File: src/rtl/sdet_pkg.sv
package sdet_pkg;
  localparam int unsigned CH_H   = 0;
  localparam int unsigned CH_V   = 1;
  localparam int unsigned NUM_CH = 2;

  typedef struct packed {
    logic pol;
    logic absent;
  } chan_flags_t;
endpackage

File: src/rtl/sdet_sync_chan.sv
module sdet_sync_chan
  import sdet_pkg::*;
#(
  parameter int unsigned SYNC_STAGES = 2,
  parameter int unsigned TO_LOG2     = 20,
  parameter int unsigned PW_W        = TO_LOG2 + 1
) (
  input  logic        clk,
  input  logic        rst,
  input  logic        tick,
  input  logic        pin,
  output chan_flags_t flags,
  output logic        act_edge
);
  logic [SYNC_STAGES-1:0] shreg;
  logic                   lvl_d;
  logic                   lvl, rise, fall, edge_any;
  logic [PW_W-1:0]        hi_cnt, lo_cnt, hi_len, hi_nx, lo_nx, inc;
  logic                   seen_hi, pol_q, absent_q;
  logic [TO_LOG2-1:0]     to_cnt;

  assign lvl      = shreg[SYNC_STAGES-1];
  assign rise     = lvl & ~lvl_d;
  assign fall     = ~lvl & lvl_d;
  assign edge_any = rise | fall;
  assign inc      = {{(PW_W-1){1'b0}}, tick};
  assign hi_nx    = (hi_cnt == '1) ? hi_cnt : hi_cnt + inc;
  assign lo_nx    = (lo_cnt == '1) ? lo_cnt : lo_cnt + inc;

  // input synchronizer and edge history
  always_ff @(posedge clk) begin
    if (rst) begin
      shreg <= '0;
      lvl_d <= 1'b0;
    end else begin
      shreg <= {shreg[SYNC_STAGES-2:0], pin};
      lvl_d <= lvl;
    end
  end

  // phase length measurement and polarity decision
  always_ff @(posedge clk) begin
    if (rst) begin
      hi_cnt  <= '0;
      lo_cnt  <= '0;
      hi_len  <= '0;
      seen_hi <= 1'b0;
      pol_q   <= 1'b0;
    end else begin
      if (fall) begin
        hi_len  <= hi_nx;
        hi_cnt  <= '0;
        seen_hi <= 1'b1;
      end else if (lvl) begin
        hi_cnt <= hi_nx;
      end
      if (rise) begin
        if (seen_hi) pol_q <= (hi_len < lo_nx);
        lo_cnt <= '0;
      end else if (!lvl) begin
        lo_cnt <= lo_nx;
      end
    end
  end

  // absence timeout
  always_ff @(posedge clk) begin
    if (rst) begin
      to_cnt   <= '0;
      absent_q <= 1'b0;
    end else if (edge_any) begin
      to_cnt   <= '0;
      absent_q <= 1'b0;
    end else if (tick) begin
      if (to_cnt == '1) absent_q <= 1'b1;
      else              to_cnt   <= to_cnt + 1'b1;
    end
  end

  assign flags.pol    = pol_q;
  assign flags.absent = absent_q;
  assign act_edge     = pol_q ? fall : rise;

  a_r2_edge_clears_absent: assert property (@(posedge clk) disable iff (rst)
    edge_any |=> !flags.absent);
  a_r1_pol_only_on_rise: assert property (@(posedge clk) disable iff (rst)
    !rise |=> $stable(flags.pol));
endmodule

File: src/rtl/sdet_line_meas.sv
module sdet_line_meas #(
  parameter int unsigned HCNT_W = 16,
  parameter int unsigned VCNT_W = 12
) (
  input  logic              clk,
  input  logic              rst,
  input  logic              tick,
  input  logic              h_act,
  input  logic              v_act,
  output logic [HCNT_W-1:0] h_len,
  output logic [VCNT_W-1:0] v_lines
);
  logic [HCNT_W-1:0] hcnt, hcnt_nx;
  logic [VCNT_W-1:0] lcnt, lcnt_nx;
  logic              h_armed, v_armed;

  assign hcnt_nx = (hcnt == '1) ? hcnt : hcnt + {{(HCNT_W-1){1'b0}}, tick};
  assign lcnt_nx = (lcnt == '1) ? lcnt : lcnt + {{(VCNT_W-1){1'b0}}, h_act};

  always_ff @(posedge clk) begin
    if (rst) begin
      hcnt    <= '0;
      h_len   <= '0;
      h_armed <= 1'b0;
    end else if (h_act) begin
      if (h_armed) h_len <= hcnt_nx;
      hcnt    <= '0;
      h_armed <= 1'b1;
    end else begin
      hcnt <= hcnt_nx;
    end
  end

  always_ff @(posedge clk) begin
    if (rst) begin
      lcnt    <= '0;
      v_lines <= '0;
      v_armed <= 1'b0;
    end else if (v_act) begin
      if (v_armed) v_lines <= lcnt_nx;
      lcnt    <= '0;
      v_armed <= 1'b1;
    end else begin
      lcnt <= lcnt_nx;
    end
  end

  a_r3_len_held_between_edges: assert property (@(posedge clk) disable iff (rst)
    !h_act |=> $stable(h_len));
  a_r5_lines_held_between_edges: assert property (@(posedge clk) disable iff (rst)
    !v_act |=> $stable(v_lines));
endmodule

File: src/rtl/sdet_change_irq.sv
module sdet_change_irq #(
  parameter int unsigned STAT_W = 32
) (
  input  logic              clk,
  input  logic              rst,
  input  logic [STAT_W-1:0] stat,
  input  logic              clr,
  output logic              irq_n
);
  logic [STAT_W-1:0] prev;
  logic              chg;

  assign chg = (stat != prev);

  always_ff @(posedge clk) begin
    if (rst) begin
      prev  <= '0;
      irq_n <= 1'b1;
    end else begin
      prev <= stat;
      if (chg)      irq_n <= 1'b0;
      else if (clr) irq_n <= 1'b1;
    end
  end

  a_r6_change_asserts: assert property (@(posedge clk) disable iff (rst)
    chg |=> !irq_n);
  a_r6_stays_latched: assert property (@(posedge clk) disable iff (rst)
    (!irq_n && !clr) |=> !irq_n);
  a_r7_clear_releases: assert property (@(posedge clk) disable iff (rst)
    (clr && !chg) |=> irq_n);
endmodule

File: src/rtl/sync_mode_detector.sv
module sync_mode_detector
  import sdet_pkg::*;
#(
  parameter int unsigned HCNT_W      = 16,
  parameter int unsigned VCNT_W      = 12,
  parameter int unsigned TO_LOG2     = 20,
  parameter int unsigned SYNC_STAGES = 2
) (
  input  logic              clk,
  input  logic              rst,
  input  logic              hsync_pin,
  input  logic              vsync_pin,
  input  logic              single_pix,
  input  logic              irq_clr,
  output logic              hs_pol,
  output logic              vs_pol,
  output logic              hs_missing,
  output logic              vs_missing,
  output logic [HCNT_W-1:0] line_len,
  output logic [VCNT_W-1:0] frame_lines,
  output logic              irq_n
);
  localparam int unsigned STAT_W = 4 + HCNT_W + VCNT_W;

  logic              tick;
  logic [NUM_CH-1:0] pins, act;
  chan_flags_t       flg [NUM_CH];
  logic [STAT_W-1:0] stat;

  assign pins[CH_H] = hsync_pin;
  assign pins[CH_V] = vsync_pin;

  // reference period strobe
  always_ff @(posedge clk) begin
    if (rst)             tick <= 1'b0;
    else if (single_pix) tick <= ~tick;
    else                 tick <= 1'b1;
  end

  a_r4_single_alternates: assert property (@(posedge clk) disable iff (rst)
    (single_pix && tick) |=> !tick);
  a_r4_double_every_clock: assert property (@(posedge clk) disable iff (rst)
    !single_pix |=> tick);

  for (genvar c = 0; c < NUM_CH; c++) begin : g_chan
    sdet_sync_chan #(
      .SYNC_STAGES(SYNC_STAGES),
      .TO_LOG2    (TO_LOG2)
    ) i_chan (
      .clk     (clk),
      .rst     (rst),
      .tick    (tick),
      .pin     (pins[c]),
      .flags   (flg[c]),
      .act_edge(act[c])
    );
  end

  sdet_line_meas #(
    .HCNT_W(HCNT_W),
    .VCNT_W(VCNT_W)
  ) i_meas (
    .clk    (clk),
    .rst    (rst),
    .tick   (tick),
    .h_act  (act[CH_H]),
    .v_act  (act[CH_V]),
    .h_len  (line_len),
    .v_lines(frame_lines)
  );

  assign hs_pol     = flg[CH_H].pol;
  assign vs_pol     = flg[CH_V].pol;
  assign hs_missing = flg[CH_H].absent;
  assign vs_missing = flg[CH_V].absent;
  assign stat       = {hs_pol, vs_pol, hs_missing, vs_missing, line_len, frame_lines};

  sdet_change_irq #(
    .STAT_W(STAT_W)
  ) i_irq (
    .clk  (clk),
    .rst  (rst),
    .stat (stat),
    .clr  (irq_clr),
    .irq_n(irq_n)
  );
endmodule

File: config.mk
export PLATFORM = sky130hd
export DESIGN_NAME = sync_mode_detector
export DESIGN_NICKNAME = d
export VERILOG_FILES = /design/src/rtl/sdet_pkg.sv /design/src/rtl/sdet_sync_chan.sv /design/src/rtl/sdet_line_meas.sv /design/src/rtl/sdet_change_irq.sv /design/src/rtl/sync_mode_detector.sv
export SDC_FILE = /design/constraint.sdc
export NUM_CORES = 1
export LEC_CHECK = 0
export BUFFER_PORTS_ARGS = -buffer_cell sky130_fd_sc_hd__buf_2
export CAP_MARGIN = 20
export CORE_MARGIN = 1.5
export CORE_UTILIZATION = 55
export DETAILED_ROUTE_END_ITERATION = 10
export PLACE_DENSITY = 0.74
export SLEW_MARGIN = 20
export SYNTH_ARGS = -nofsm -noshare
export SYNTH_HDL_FRONTEND = slang
export SYNTH_SLANG_ARGS = --single-unit
File: constraint.sdc
create_clock -name clk -period 3 [get_ports clk]
set_clock_uncertainty 0.05 [all_clocks]
set_input_delay 0.6 -clock clk [delete_from_list [all_inputs] [get_ports clk]]
set_output_delay 0.6 -clock clk [all_outputs]
set_load 0.03 [all_outputs]
# Yosys cells after proc, flatten, opt, wreduce, memory -nomap -nowiden
# Index checks and enable logic that the tools add are counted.
# op_classes
addsub	8
n_lt_le_gt_ge	2
eq_ne	9
n_mux	11
n_bitwise	13
reduce_logical	17
# op_table
cell	count
21-bit by 1-bit adder with 21-bit output	4
21-bit == test (second input constant)	4
21-bit two-way mux	4
21-bit less-than comparator	2
20-bit by 1-bit adder with 20-bit output (second input constant)	2
20-bit == test (second input constant)	2
32-bit inequality test	1
16-bit by 1-bit adder with 16-bit output	1
16-bit == test (second input constant)	1
16-bit two-way mux	1
2-bit AND reduction	8
2-bit OR reduction	8
12-bit by 1-bit adder with 12-bit output	1
12-bit == test (second input constant)	1
12-bit two-way mux	1
1-bit NOT	7
1-bit two-way mux	5
1-bit AND	4
1-bit OR	2
2-bit nonzero test	1
# word_totals
reg_bits	270
input_bits	6
out_inout_bits	33
elab_cells	87

# Logic depth before layout (Yosys ltp)
# Gate-level depths: netlist of the first run.
# logic_depth
word_depth	5
mapped_depth	13

# Hierarchy
# Synthesis of the first run repeated with hierarchy kept, for this count alone.
# unflattened
cells_unflattened	1656
hier_area_um2	14118.5
# by_module_without_submodules
mod	n_inst	cells_per_inst	area_per_inst_um2	seq_area_each_um2
sdet_sync_chan	2	630	5159.9	1781.7
sdet_line_meas	1	282	2542.4	1161.1
sdet_change_irq	1	112	1227.4	660.6
sync_mode_detector	1	2	28.8	20.0

# Worst setup path before layout of the first run
# No wires, ideal clock.
# synth_timing
path_type	flip-flop to flip-flop
startpoint	reg g_chan[0].i_chan.lo_cnt[16]
endpoint	reg g_chan[0].i_chan.pol_q
setup_time_ps	72
t_arrival_ps	2811
required_time_ps	2878
setup_slack_ps	68
stages_incl_launch_ff	14
period_less_slack_ps	2932
path_cell_list	dfxtp_1 > clkbuf_1 > nand4_1 > or4_4 > o21ai_1 > buf_4 > nor4_1 > xnor2_1 > ha_1 > a21oi_1 > nand2_1 > a2111oi_0 > nand4b_1 > a2bb2oi_1
# synth_between
elab_chain_cells	3
elab_cells_between_ends	4
cone_classes	add/sub: 1; order compare: 1; eq/ne: 1; mux: 1
# synth_rtl
element	line_no	source
start: declaration	sdet_sync_chan.sv:18	logic [PW_W-1:0] hi_cnt, lo_cnt, hi_len, hi_nx, lo_nx, inc;
start signal: assignment	sdet_sync_chan.sv:61	lo_cnt <= lo_nx;
21-bit by 1-bit adder with 21-bit output or 21-bit == test (tied branches)	sdet_sync_chan.sv:28	assign lo_nx = (lo_cnt == '1) ? lo_cnt : lo_cnt + inc;
21-bit two-way mux *	sdet_sync_chan.sv:28	
21-bit less-than comparator *	sdet_sync_chan.sv:58	if (seen_hi) pol_q <= (hi_len < lo_nx);
end signal: assignment	sdet_sync_chan.sv:58	
end: declaration	sdet_sync_chan.sv:19	logic seen_hi, pol_q, absent_q;
# Every way passes the cells marked *; elsewhere a longest branch is shown, timed or not.
# A chain may end at the register's enable or synchronous reset.

# Final worst setup path of the first run
# layout_timing
startpoint	reg g_chan[1].i_chan.lo_cnt[9]
endpoint	reg g_chan[1].i_chan.pol_q
# layout_between
elab_chain_cells	3
elab_cells_between_ends	4
cone_classes	add/sub: 1; order compare: 1; eq/ne: 1; mux: 1
# layout_rtl
element	line_no
start: declaration	sdet_sync_chan.sv:18
start signal: assignment	sdet_sync_chan.sv:61
21-bit by 1-bit adder with 21-bit output or 21-bit == test (tied branches)	sdet_sync_chan.sv:28
21-bit two-way mux *	sdet_sync_chan.sv:28
21-bit less-than comparator *	sdet_sync_chan.sv:58
end signal: assignment	sdet_sync_chan.sv:58
end: declaration	sdet_sync_chan.sv:19
# Marks and branches as above.

==> reports/metrics.yaml, run 1 <==
wl_per_cell_um: 16.19
vias: 12170
crit_required_ps: 3390
timing.fmax_ghz: 0.3478
pin_count: 39
antenna_found_initial: 1
gr-total-overflow: 0
worst_pin_slew_ps: 984.1
setup_viol: 0
layout_commonest_cell: "dfxtp_1"
ys_seq_area_share_pct: 38.54
outcome: "complete, no violations"
fin_crit_sh_pct: 95.84
drive_gt1_share_pct: 13.81
cts_root_buf: "clkbuf_16"
synthToLayoutAreaGrowth_pct: 14.88
drtPass1Iterations: 5
ir_worst_vdd_v: 0.0004619
die_h_um: 162.7
maxCapViolations: 0
finalPower_uw: 8128
final_antenna_net_count: 0
io_buffers: 38
syn_avg_cell_area_um2: 8.468
nNetsFinal: 1782
die_w_um: 162.7
synth_edf_count: 0
cp-end-kind: "register"
synth-async-reset-ratio_pct: 0
grt_max_degree: 53
cp-start-kind: "register"
preCtsSetupSlack_ps: -82.79
synth_area_um2: 14020
synthTopCellsByArea: "dfxtp_1, xnor2_1, nor2_1"
start_util_pct: 55.85
crit_arrival_ps: 3270
routed_wl_mm: 33.49
netlist.area_leader.share_pct: 38.54
holdBufCountCts: 0
cts_inserted_buffers: 29
path_clk_slew_ps: 60
synthCells: 1656
setup_ws_ps: 124.8
htree_levels: 1
crit_type: "register to register"
layout_common_cells: "dfxtp_1, nor2_1, xnor2_1"
routabilityCongestion: 0.8915
dieArea_um2: 26460
core_um2: 25110
finalHoldViolations: 0
grt_pass1_wl_mm: 54.83
timing.hold.ws_ps: 181.4
dp_hpwl_mm: 23.07
finalCriticalPeriod_ps: 2875
relSlewSlack_pct: 33.79
row_count: 58
hold_class: "input port to register"
pwr_density_cell_nw_per_um2: 504.5
clk_path_buf_depth: 3
reg2reg_slack_ps: 120
clk-insertion-delay-late_ps: 570
leakagePower_uw: 0.005704
worstPathMaxFanout: 4
final_area_um2: 16110
rsz0062_at_grt: "true"
grt_pass1_vias: 11300
yosysUniqueCellTypes: 72
clock-sinks: 270
synth_top_cell_by_area: "dfxtp_1"
placed_area_um2: 14830
viasPerCell: 5.882
postSynthRegisterBits: 270
drcViolationCount: 0
synth_flop_cell: "dfxtp_1"
drt_iter0_drc: 696
synth_nets: 1722
slew_viol_final: 0
cts_tree: "built"
grt_usage_pct: 24.79
synth_warnings: 0
## Yosys cell counts (3+ instances only)
library cell / instances
a2111oi_2: 7
a211oi_1: 69
o2111ai_1: 3
a21o_1: 6
a2111oi_0: 3
nor4_1: 37
o211ai_1: 12
xor2_1: 54
nor3b_1: 9
or4_1: 6
buf_1: 6
a21oi_1: 91
mux2i_1: 10
or3_1: 36
and3_1: 33
or2_2: 11
nand2b_1: 6
nand4_1: 51
o31ai_1: 12
clkbuf_1: 59
nand3_1: 73
a211o_1: 4
nor3_2: 7
o21ai_0: 52
a31oi_1: 11
nand2_1: 101
nand4_2: 4
nor2_1: 227
inv_1: 27
ha_1: 60
xnor2_1: 119
nor2b_1: 40
and2_1: 9
buf_2: 20
a21boi_0: 3
and4_1: 13
nor3_1: 45
dfxtp_1: 270
## sequential cells by signal, indices dropped and copies added (netlist names), 4 cells and up
name,count
g_chan.i_chan.to_cnt,40
g_chan.i_chan.hi_cnt,42
g_chan.i_chan.hi_len,42
i_meas.lcnt,12
i_meas.hcnt,16
g_chan.i_chan.lo_cnt,42
i_meas.v_lines,12
g_chan.i_chan.shreg,4
i_irq.prev,32
i_meas.h_len,16
## kinds of logic after synthesis
kind of cell,synth area share [%]
fa+ha+maj,5.353
simple gates,26.97
buf+inv,3.266
compound gates,14.19
flops,38.54
mux,0.8744
xor+xnor,10.80
## final cells by class
type / count / area [um2]
diodes: 1 / 2.502
fillers: 2240 / 8999
well taps: 330 / 412.9
flip-flops and latches: 270 / 5415
clock inverters: 22 / 351.6
multi-input cells: 1272 / 8285
inverters: 27 / 101.3
clock buffers: 31 / 743.2
repair buffers: 116 / 798.3
## critical path, cell delays in order, from the launching register on
cell	delay, ps
dfxtp_1	330
nand3_1	170
or3_4	440
o21ai_1	150
buf_4	150
nor2_1	50
xnor2_1	130
ha_1	290
nand4_1	140
or4_4	550
a21oi_2	130
o31a_1	130
o21ai_1	50
## worst paths after layout
check | from | to | cells past startpoint
setup / recovery | g_chan[1].i_chan.lo_cnt[9] | g_chan[1].i_chan.pol_q | 12
hold / removal | single_pix | tick | 2
setup reg to reg | g_chan[1].i_chan.lo_cnt[9] | g_chan[1].i_chan.pol_q | 12
hold reg to reg | g_chan[1].i_chan.shreg[0] | g_chan[1].i_chan.shreg[1] | 1
## per-stage QoR
| step | utilization (%) | setup TNS (ps) | instances |
|---|---|---|---|
| after floorplan | - | 0 | 1656 |
| after global placement | 59.04 | 0 | 2009 |
| after detailed placement | 59.04 | -82.79 | 2009 |
| after CTS | 63.50 | 0 | 2063 |
| after global routing | 64.15 | -76.85 | 2068 |
| final | 64.16 | 0 | 2069 |
## power breakdown
group,internal [uW],switching [uW],leakage [uW]
registers,3630,40.8,0.00218
clock network,2500,1560,0.000518
logic,145,242,0.00300
total,6280,1850,0.00570
## what timing repair did
| item | 4_1_cts | 5_1_grt |
|---|---|---|
| setup buffers | 1 | 5 |
| endpoints found under the setup margin | 2 | 2 |
| pin swaps | 1 | 15 |
| gates resized for setup | 4 | 31 |
| endpoints found under the hold margin | 0 | 0 |
## layer usage
layer	vias to the layer above	track usage, %	wire length (um)
met4	0	6.422	741
li1	6074	-	-
met3	53	2.776	1484
met5	-	0	0
met1	5734	33.90	15470
met2	308	41.59	15790
No activity file was read; power rests on OpenSTA's default activity.
==> run 2: changes to the inputs <==
- CELL_PAD_IN_SITES_DETAIL_PLACEMENT: not set -> 1
- CELL_PAD_IN_SITES_GLOBAL_PLACEMENT: not set -> 2
- CORE_UTILIZATION: 55 -> 35
- PLACE_DENSITY: 0.74 -> not set
- PLACE_DENSITY_LB_ADDON: not set -> 0.1
==> run 2 against run 1 <==
The run now ends with setup timing left. Sequential power hardly changed. Register-to-register slack worse by 150 ps. Highest routed layer unchanged. Cell count is 11% higher. Flip-flop and latch count did not move.
==> reports/metrics.yaml, run 2 (synthesis gave the netlist of run 1 again) <==
grt_usage_pct: 19.20  # was 24.79%
preCtsSetupSlack_ps: -127.4  # was -82.79 ps
nNetsFinal: 1810  # was 1,782
rsz0062_at_grt: "true"  # unchanged
grt_pass1_vias: 12200  # was 11,300
path_clk_slew_ps: 60  # about the same
final_antenna_net_count: 0  # unchanged
die_h_um: 203.2  # was 162.7 um
timing.hold.ws_ps: 217.3  # was 181.4 ps
clk-insertion-delay-late_ps: 550  # was 570 ps
clk_path_buf_depth: 3  # unchanged
failed_checks: "setup timing"
slowest_delay_ps: 600  # was 550 ps
met1_usage_pct: 26.69  # was 33.90%
gr-usage-met3_pct: 3.420  # was 2.776%
globalRoute.busiestLayer: "met2"  # unchanged
setup_viol: 1  # was 0
reg2reg_slack_ps: -30  # was 120 ps
cts_root_buf: "clkbuf_16"  # unchanged
routabilityCongestion: 0.8056  # was 0.8915
htree_levels: 2  # was 1
cp_num_buf_inv: 1  # unchanged
antenna_found_initial: 1  # unchanged
worst_pin_slew_ps: 892.4  # was 984.1 ps
min_delay_worst_endpoint: "g_chan[1].i_chan.shreg[0]"  # was tick
utilization_pct: 41.99  # was 64.16%
finalHoldViolations: 0  # unchanged
crit_family: "simple AND/OR/NAND/NOR gates"  # unchanged
crit_arrival_ps: 3410  # was 3270 ps
top_regs: "g_chan.i_chan.hi_cnt x42, g_chan.i_chan.hi_len x42, g_chan.i_chan.lo_cnt x42"  # unchanged
grt_pass1_wl_mm: 64.60  # was 54.83 mm
path_cells: "nand4_1 > or4_4 > o21ai_4 > buf_6 > nor4_2 > xnor2_1 > ha_1 > nand4_1 > nor4_4 > o2111ai_2 > a2bb2oi_1"  # was nand3_1 > or3_4 > o21ai_1 > buf_4 > nor2_1 > xnor2_1 > ha_1 > nand4_1 > or4_4 > a21oi_2 > o31a_1 > o21ai_1
layout_commonest_cell: "dfxtp_1"  # unchanged
die_w_um: 203.2  # was 162.7 um
layout_common_cells: "dfxtp_1, nor2_1, xnor2_1"  # unchanged
maxCapViolations: 0  # unchanged
hp-start: "vsync_pin"  # was single_pix
fin_crit_sh_pct: 100.9  # was 95.84%
dp_hpwl_mm: 28.18  # was 23.07 mm
relSlewSlack_pct: 40.50  # was 33.79%
r2r_cells: 11  # was 12
worstPathMaxFanout: 4  # unchanged
drcViolationCount: 0  # unchanged
routed_wl_mm: 39.33  # was 33.49 mm
gr-total-overflow: 0  # unchanged
grt_max_degree: 48  # was 53
setup_ws_ps: -26.80  # was 124.8 ps
crit_path_top_delay_cell: "or4_4"  # unchanged
vias: 12130  # was 12,170
grtUsageMet2_pct: 30.36  # was 41.59%
drt_iter0_drc: 448  # was 696
wl_per_cell_um: 17.14  # was 16.19 um
crit_type: "register to register"  # unchanged
viasPerCell: 5.285  # was 5.882
timing.fmax_ghz: 0.3304  # was 0.3478 GHz
critPathMostFrequentCell: "nand4_1"  # was o21ai_1
r2r-end: "g_chan[0].i_chan.pol_q"  # was g_chan[1].i_chan.pol_q
num-fill-cells: 4693  # was 2,240
finalCriticalPeriod_ps: 3027  # was 2875 ps
rr_startpoint: "g_chan[0].i_chan.lo_cnt[12]"  # was g_chan[1].i_chan.lo_cnt[9]
cp-end-kind: "register"  # unchanged
cts_inserted_buffers: 35  # was 29
drive_gt1_share_pct: 15.42  # was 13.81%
core_um2: 39640  # was 25,110 um2
finalPower_uw: 8483  # was 8128 uW
drtPass1Iterations: 6  # was 5
outcome: "finished with violations"  # was complete, no violations
ir_worst_vdd_v: 0.0005080  # was 0.0004619 V
pin_count: 39  # unchanged
cp-start-kind: "register"  # unchanged
hold_class: "input port to register"  # unchanged
row_count: 73  # was 58
holdPathStages: 2  # unchanged
crit_required_ps: 3380  # was 3390 ps
insertedDiodeCount: 0  # was 1
synthToLayoutAreaGrowth_pct: 18.70  # was 14.88%
clock-sinks: 270  # unchanged
pwr_density_cell_nw_per_um2: 509.6  # was 504.5 nW/um2
leakagePower_uw: 0.005885  # was 0.005704 uW
cts_tree: "built"  # unchanged
start_util_pct: 35.38  # was 55.85%
io_buffers: 38  # unchanged
slew_viol_final: 0  # unchanged
dieArea_um2: 41280  # was 26,460 um2
-- run 2: final cells by class --
| class | count | area (um2) | area share [%] |
|---|---|---|---|
| well taps | 525 | 656.9 | 3.946 |
| flip-flops and latches | 270 | 5418 | 32.55 |
| clock buffers | 51 | 1057 | 6.351 |
| multi-input cells | 1272 | 8310 | 49.92 |
| clock inverters | 12 | 155.1 | 0.9320 |
| inverters | 27 | 101.3 | 0.6088 |
| repair buffers | 138 | 947.2 | 5.690 |
-- run 2: how the worst max path moves through the flow --
stage	slack, ps	cells after the start	to	from
after floorplan	70	13	g_chan[0].i_chan.pol_q	g_chan[0].i_chan.lo_cnt[16]
after global placement	20	11	g_chan[0].i_chan.pol_q	g_chan[0].i_chan.lo_cnt[14]
after detailed placement	-130	11	g_chan[0].i_chan.pol_q	g_chan[0].i_chan.lo_cnt[15]
after CTS	9	12	g_chan[1].i_chan.pol_q	tick
after global routing	-100	11	g_chan[0].i_chan.pol_q	g_chan[0].i_chan.lo_cnt[14]
final	-30	11	g_chan[0].i_chan.pol_q	g_chan[0].i_chan.lo_cnt[12]
-- run 2: per-stage QoR --
stage	cell area, um2	TNS, ps	std cells
finish	16650	-26.80	2295
global route	16650	-116.5	2295
CTS	16470	0	2293
detailed placement	15250	-127.4	2230
global placement	15250	0	2230
floorplan	14020	0	1656
-- run 2: worst reg2reg max path, delay by kind of cell, from the launching register on --
| family | cells | cell delay, ps |
|---|---|---|
| AND/OR/NAND/NOR | 5 | 1400 |
| AO/OA/AOI/OAI | 3 | 580 |
| flip-flops | 1 | 330 |
| adder cells (fa/ha/maj) | 1 | 280 |
| buffers and inverters | 1 | 150 |
| XOR/XNOR | 1 | 140 |
-- run 2: timing repair --
action,CTS,global route
pin swaps,0,19
gates resized for setup,2,38
setup buffers,0,2
hold buffers,0,0
setup endpoints to repair,1,4
cloned,0,0
-- run 2: power breakdown --
| group | leakage [uW] | internal (uW) | switching (uW) |
|---|---|---|---|
| sequential | 0.00219 | 3640 | 39.7 |
| combinational | 0.00310 | 151 | 254 |
| clock | 0.000595 | 2710 | 1690 |
| total | 0.00589 | 6500 | 1990 |
-- run 2: metal layers --
layer / up-vias / routed length, um
li1: 6117 / -
met1: 5852 / 19960
met2: 108 / 17390
met3: 51 / 1075
met4: 0 / 913
met5: - / 0
==> run 3: changes to the inputs <==
- SKIP_CTS_REPAIR_TIMING: not set -> 1
- clock period: 3 -> 2.44 ns (I/O delays scaled with it)
==> run 3 against run 2 <==
The run still ends with setup timing left. Highest routed layer unchanged. Die area did not move. Critical path depth rose by 2. Sequential share of layout area fell by 1.2 points. Cell count rose by 3.4%. Non-clock buffer count rose by 82. Setup slack got worse by 330 ps. Power rose by 19%. Critical endpoint is now g_chan[1].i_chan.pol_q. Clock power rose by 15%. Critical path type unchanged. Via count rose by 1.9%. Register-to-register slack got worse by 330 ps.
==> reports/metrics.yaml, run 3 (synthesis gave the netlist of run 1 again) <==
grt_pass1_vias: 12440  # was 12,200
grt_usage_pct: 19.63  # was 19.20%
cts_tree: "built"  # unchanged
timing.hold.ws_ps: 95.03  # was 217.3 ps
ir_worst_vdd_v: 0.0005068  # was 0.0005080 V
grt_pass1_wl_mm: 65.85  # was 64.60 mm
row_count: 73  # unchanged
crit_required_ps: 2870  # was 3380 ps
slew_viol_final: 0  # unchanged
routabilityCongestion: 0.8231  # was 0.8056
start_util_pct: 35.38  # unchanged
clock-sinks: 270  # unchanged
final_antenna_net_count: 0  # unchanged
instances_no_fill: 2374  # was 2,295
utilization_pct: 43.72  # was 41.99%
cts_inserted_buffers: 34  # was 35
drcViolationCount: 0  # unchanged
layout_common_cells: "dfxtp_1, nor2_1, buf_4"  # was dfxtp_1, nor2_1, xnor2_1
routed_wl_mm: 40.07  # was 39.33 mm
drtPass1Iterations: 4  # was 6
vias: 12360  # was 12,130
final_area_um2: 17330  # was 16,650 um2
worst_pin_slew_ps: 688.1  # was 892.4 ps
maxCapViolations: 0  # unchanged
setup_viol: 2  # was 1
relSlewSlack_pct: 53.71  # was 40.50%
finalHoldViolations: 0  # unchanged
pwr_density_cell_nw_per_um2: 583.2  # was 509.6 nW/um2
rr_startpoint: "tick"  # was g_chan[0].i_chan.lo_cnt[12]
min_delay_worst_endpoint: "g_chan[0].i_chan.shreg[0]"  # was g_chan[1].i_chan.shreg[0]
gr-total-overflow: 0  # unchanged
failed_checks: "setup timing"  # unchanged
r2r-end: "g_chan[1].i_chan.pol_q"  # was g_chan[0].i_chan.pol_q
io_buffers: 38  # unchanged
pin_count: 39  # unchanged
clk-insertion-delay-late_ps: 550  # about the same
hp-start: "hsync_pin"  # was vsync_pin
setup_ws_ps: -353.3  # was -26.80 ps
crit_family: "compound AO/OA/AOI/OAI gates"  # was simple AND/OR/NAND/NOR gates
power_frac_clock_pct: 50.1  # was 51.9%
leakagePower_uw: 0.006315  # was 0.005885 uW
rsz0062_at_grt: "true"  # unchanged
crit_path_top_delay_cell: "dfxtp_2"  # was or4_4
core_um2: 39640  # unchanged
timing.fmax_ghz: 0.3580  # was 0.3304 GHz
path_clk_slew_ps: 60  # about the same
hold_class: "input port to register"  # unchanged
r2r_cells: 13  # was 11
synthToLayoutAreaGrowth_pct: 23.58  # was 18.70%
crit_arrival_ps: 3220  # was 3410 ps
cp-start-kind: "register"  # unchanged
worstPathMaxFanout: 4  # unchanged
cp_num_buf_inv: 3  # was 1
dp_hpwl_mm: 29.72  # was 28.18 mm
clk_path_buf_depth: 3  # unchanged
placed_area_um2: 15980  # was 15,250 um2
path_depth: 13  # was 11
antenna_found_initial: 1  # unchanged
top_regs: "g_chan.i_chan.hi_cnt x42, g_chan.i_chan.hi_len x42, g_chan.i_chan.lo_cnt x42"  # unchanged
drt_iter0_drc: 352  # was 448
insertedDiodeCount: 0  # unchanged
finalCriticalPeriod_ps: 2793  # was 3027 ps
nNetsFinal: 1891  # was 1,810
die_h_um: 203.2  # unchanged
internal_power_uw: 7679  # was 6496 uW
combPwrFrac_pct: 5.2  # was 4.8%
grt_max_degree: 48  # unchanged
viasPerCell: 5.205  # was 5.285
drive_gt1_share_pct: 20.61  # was 15.42%
dieArea_um2: 41280  # unchanged
die_w_um: 203.2  # unchanged
seqPwrFrac_pct: 44.7  # was 43.3%
power_switching_uw: 2429  # was 1988 uW
cp-end-kind: "register"  # unchanged
path_cells: "ha_4 > and4_4 > nand4_1 > buf_4 > nor2_1 > xnor2_1 > ha_1 > nand4_1 > buf_4 > inv_1 > a221o_1 > o31a_1 > o21ai_1"  # was nand4_1 > or4_4 > o21ai_4 > buf_6 > nor4_2 > xnor2_1 > ha_1 > nand4_1 > nor4_4 > o2111ai_2 > a2bb2oi_1
outcome: "finished with violations"  # unchanged
reg2reg_slack_ps: -350  # was -30 ps
htree_levels: 2  # unchanged
slowest_delay_ps: 360  # was 600 ps
wl_per_cell_um: 16.88  # was 17.14 um
layout_commonest_cell: "dfxtp_1"  # unchanged
crit_type: "register to register"  # unchanged
swShare_pct: 24.03  # was 23.43%
cts_root_buf: "clkbuf_16"  # unchanged
dp_cells: 2311  # was 2,230
fin_crit_sh_pct: 114.5  # was 100.9%
holdPathStages: 2  # unchanged
run 3: cell count changes in the layout (fill, tap and decap cells not counted), moves of 3 or more:
cell and delta:
buf_12 +4, nor3_4 +3, buf_4 +78, dfxtp_1 -11, nor2_2 +3, nor2_1 -3, nor3_1 -3, clkbuf_8 -4
dfxtp_2 +10
run 3: through the flow:
stage / setup WS [ps] / TNS [ps] / total power [uW]
floorplan: -346.5 / -602.7 / 4932
global placement: -387.8 / -892.2 / 5114
detailed placement: -469.6 / -1015 / 5124
CTS: -495.8 / -1158 / 10280
global route: -535.4 / -1036 / 10530
finish: -353.3 / -697.7 / 10110
run 3: power groups by stage:
| stage | Sequential [uW] | Combinational, uW | Clock, uW |
|---|---|---|---|
| 3_5_place_dp | 4610 | 511 | 0 |
| 3_3_place_gp | 4610 | 503 | 0 |
| 5_1_grt | 4520 | 592 | 5420 |
| 2_1_floorplan | 4610 | 317 | 0 |
| 6_report | 4520 | 528 | 5060 |
| 4_1_cts | 4520 | 515 | 5250 |
run 3: worst max path at each step:
stage / slack [ps] / endpoint / from
6_report: -350 / g_chan[1].i_chan.pol_q / tick
5_1_grt: -540 / g_chan[1].i_chan.pol_q / g_chan[1].i_chan.lo_cnt[18]
4_1_cts: -500 / g_chan[1].i_chan.pol_q / g_chan[1].i_chan.lo_cnt[0]
3_5_place_dp: -470 / g_chan[1].i_chan.pol_q / g_chan[1].i_chan.lo_cnt[0]
3_3_place_gp: -390 / g_chan[1].i_chan.pol_q / g_chan[1].i_chan.lo_cnt[0]
2_1_floorplan: -350 / g_chan[0].i_chan.pol_q / g_chan[0].i_chan.lo_cnt[15]
run 3: area by class of cell:
cell class	count	area (um2)
well taps	525	656.9
clock inverters	13	161.4
flip-flops and latches	270	5434
clock buffers	47	959.7
multi-input cells	1272	8404
inverters	27	101.3
fillers	4705	22310
repair buffers	220	1613
run 3: metal layers:
metal / global-route usage, % / up-vias / share of wire [%]
li1: - / 6278 / -
met1: 26.33 / 5932 / 49
met2: 32.69 / 93 / 47
met3: 2.557 / 54 / 2.3
met4: 6.085 / 0 / 2.1
met5: 0 / - / 0
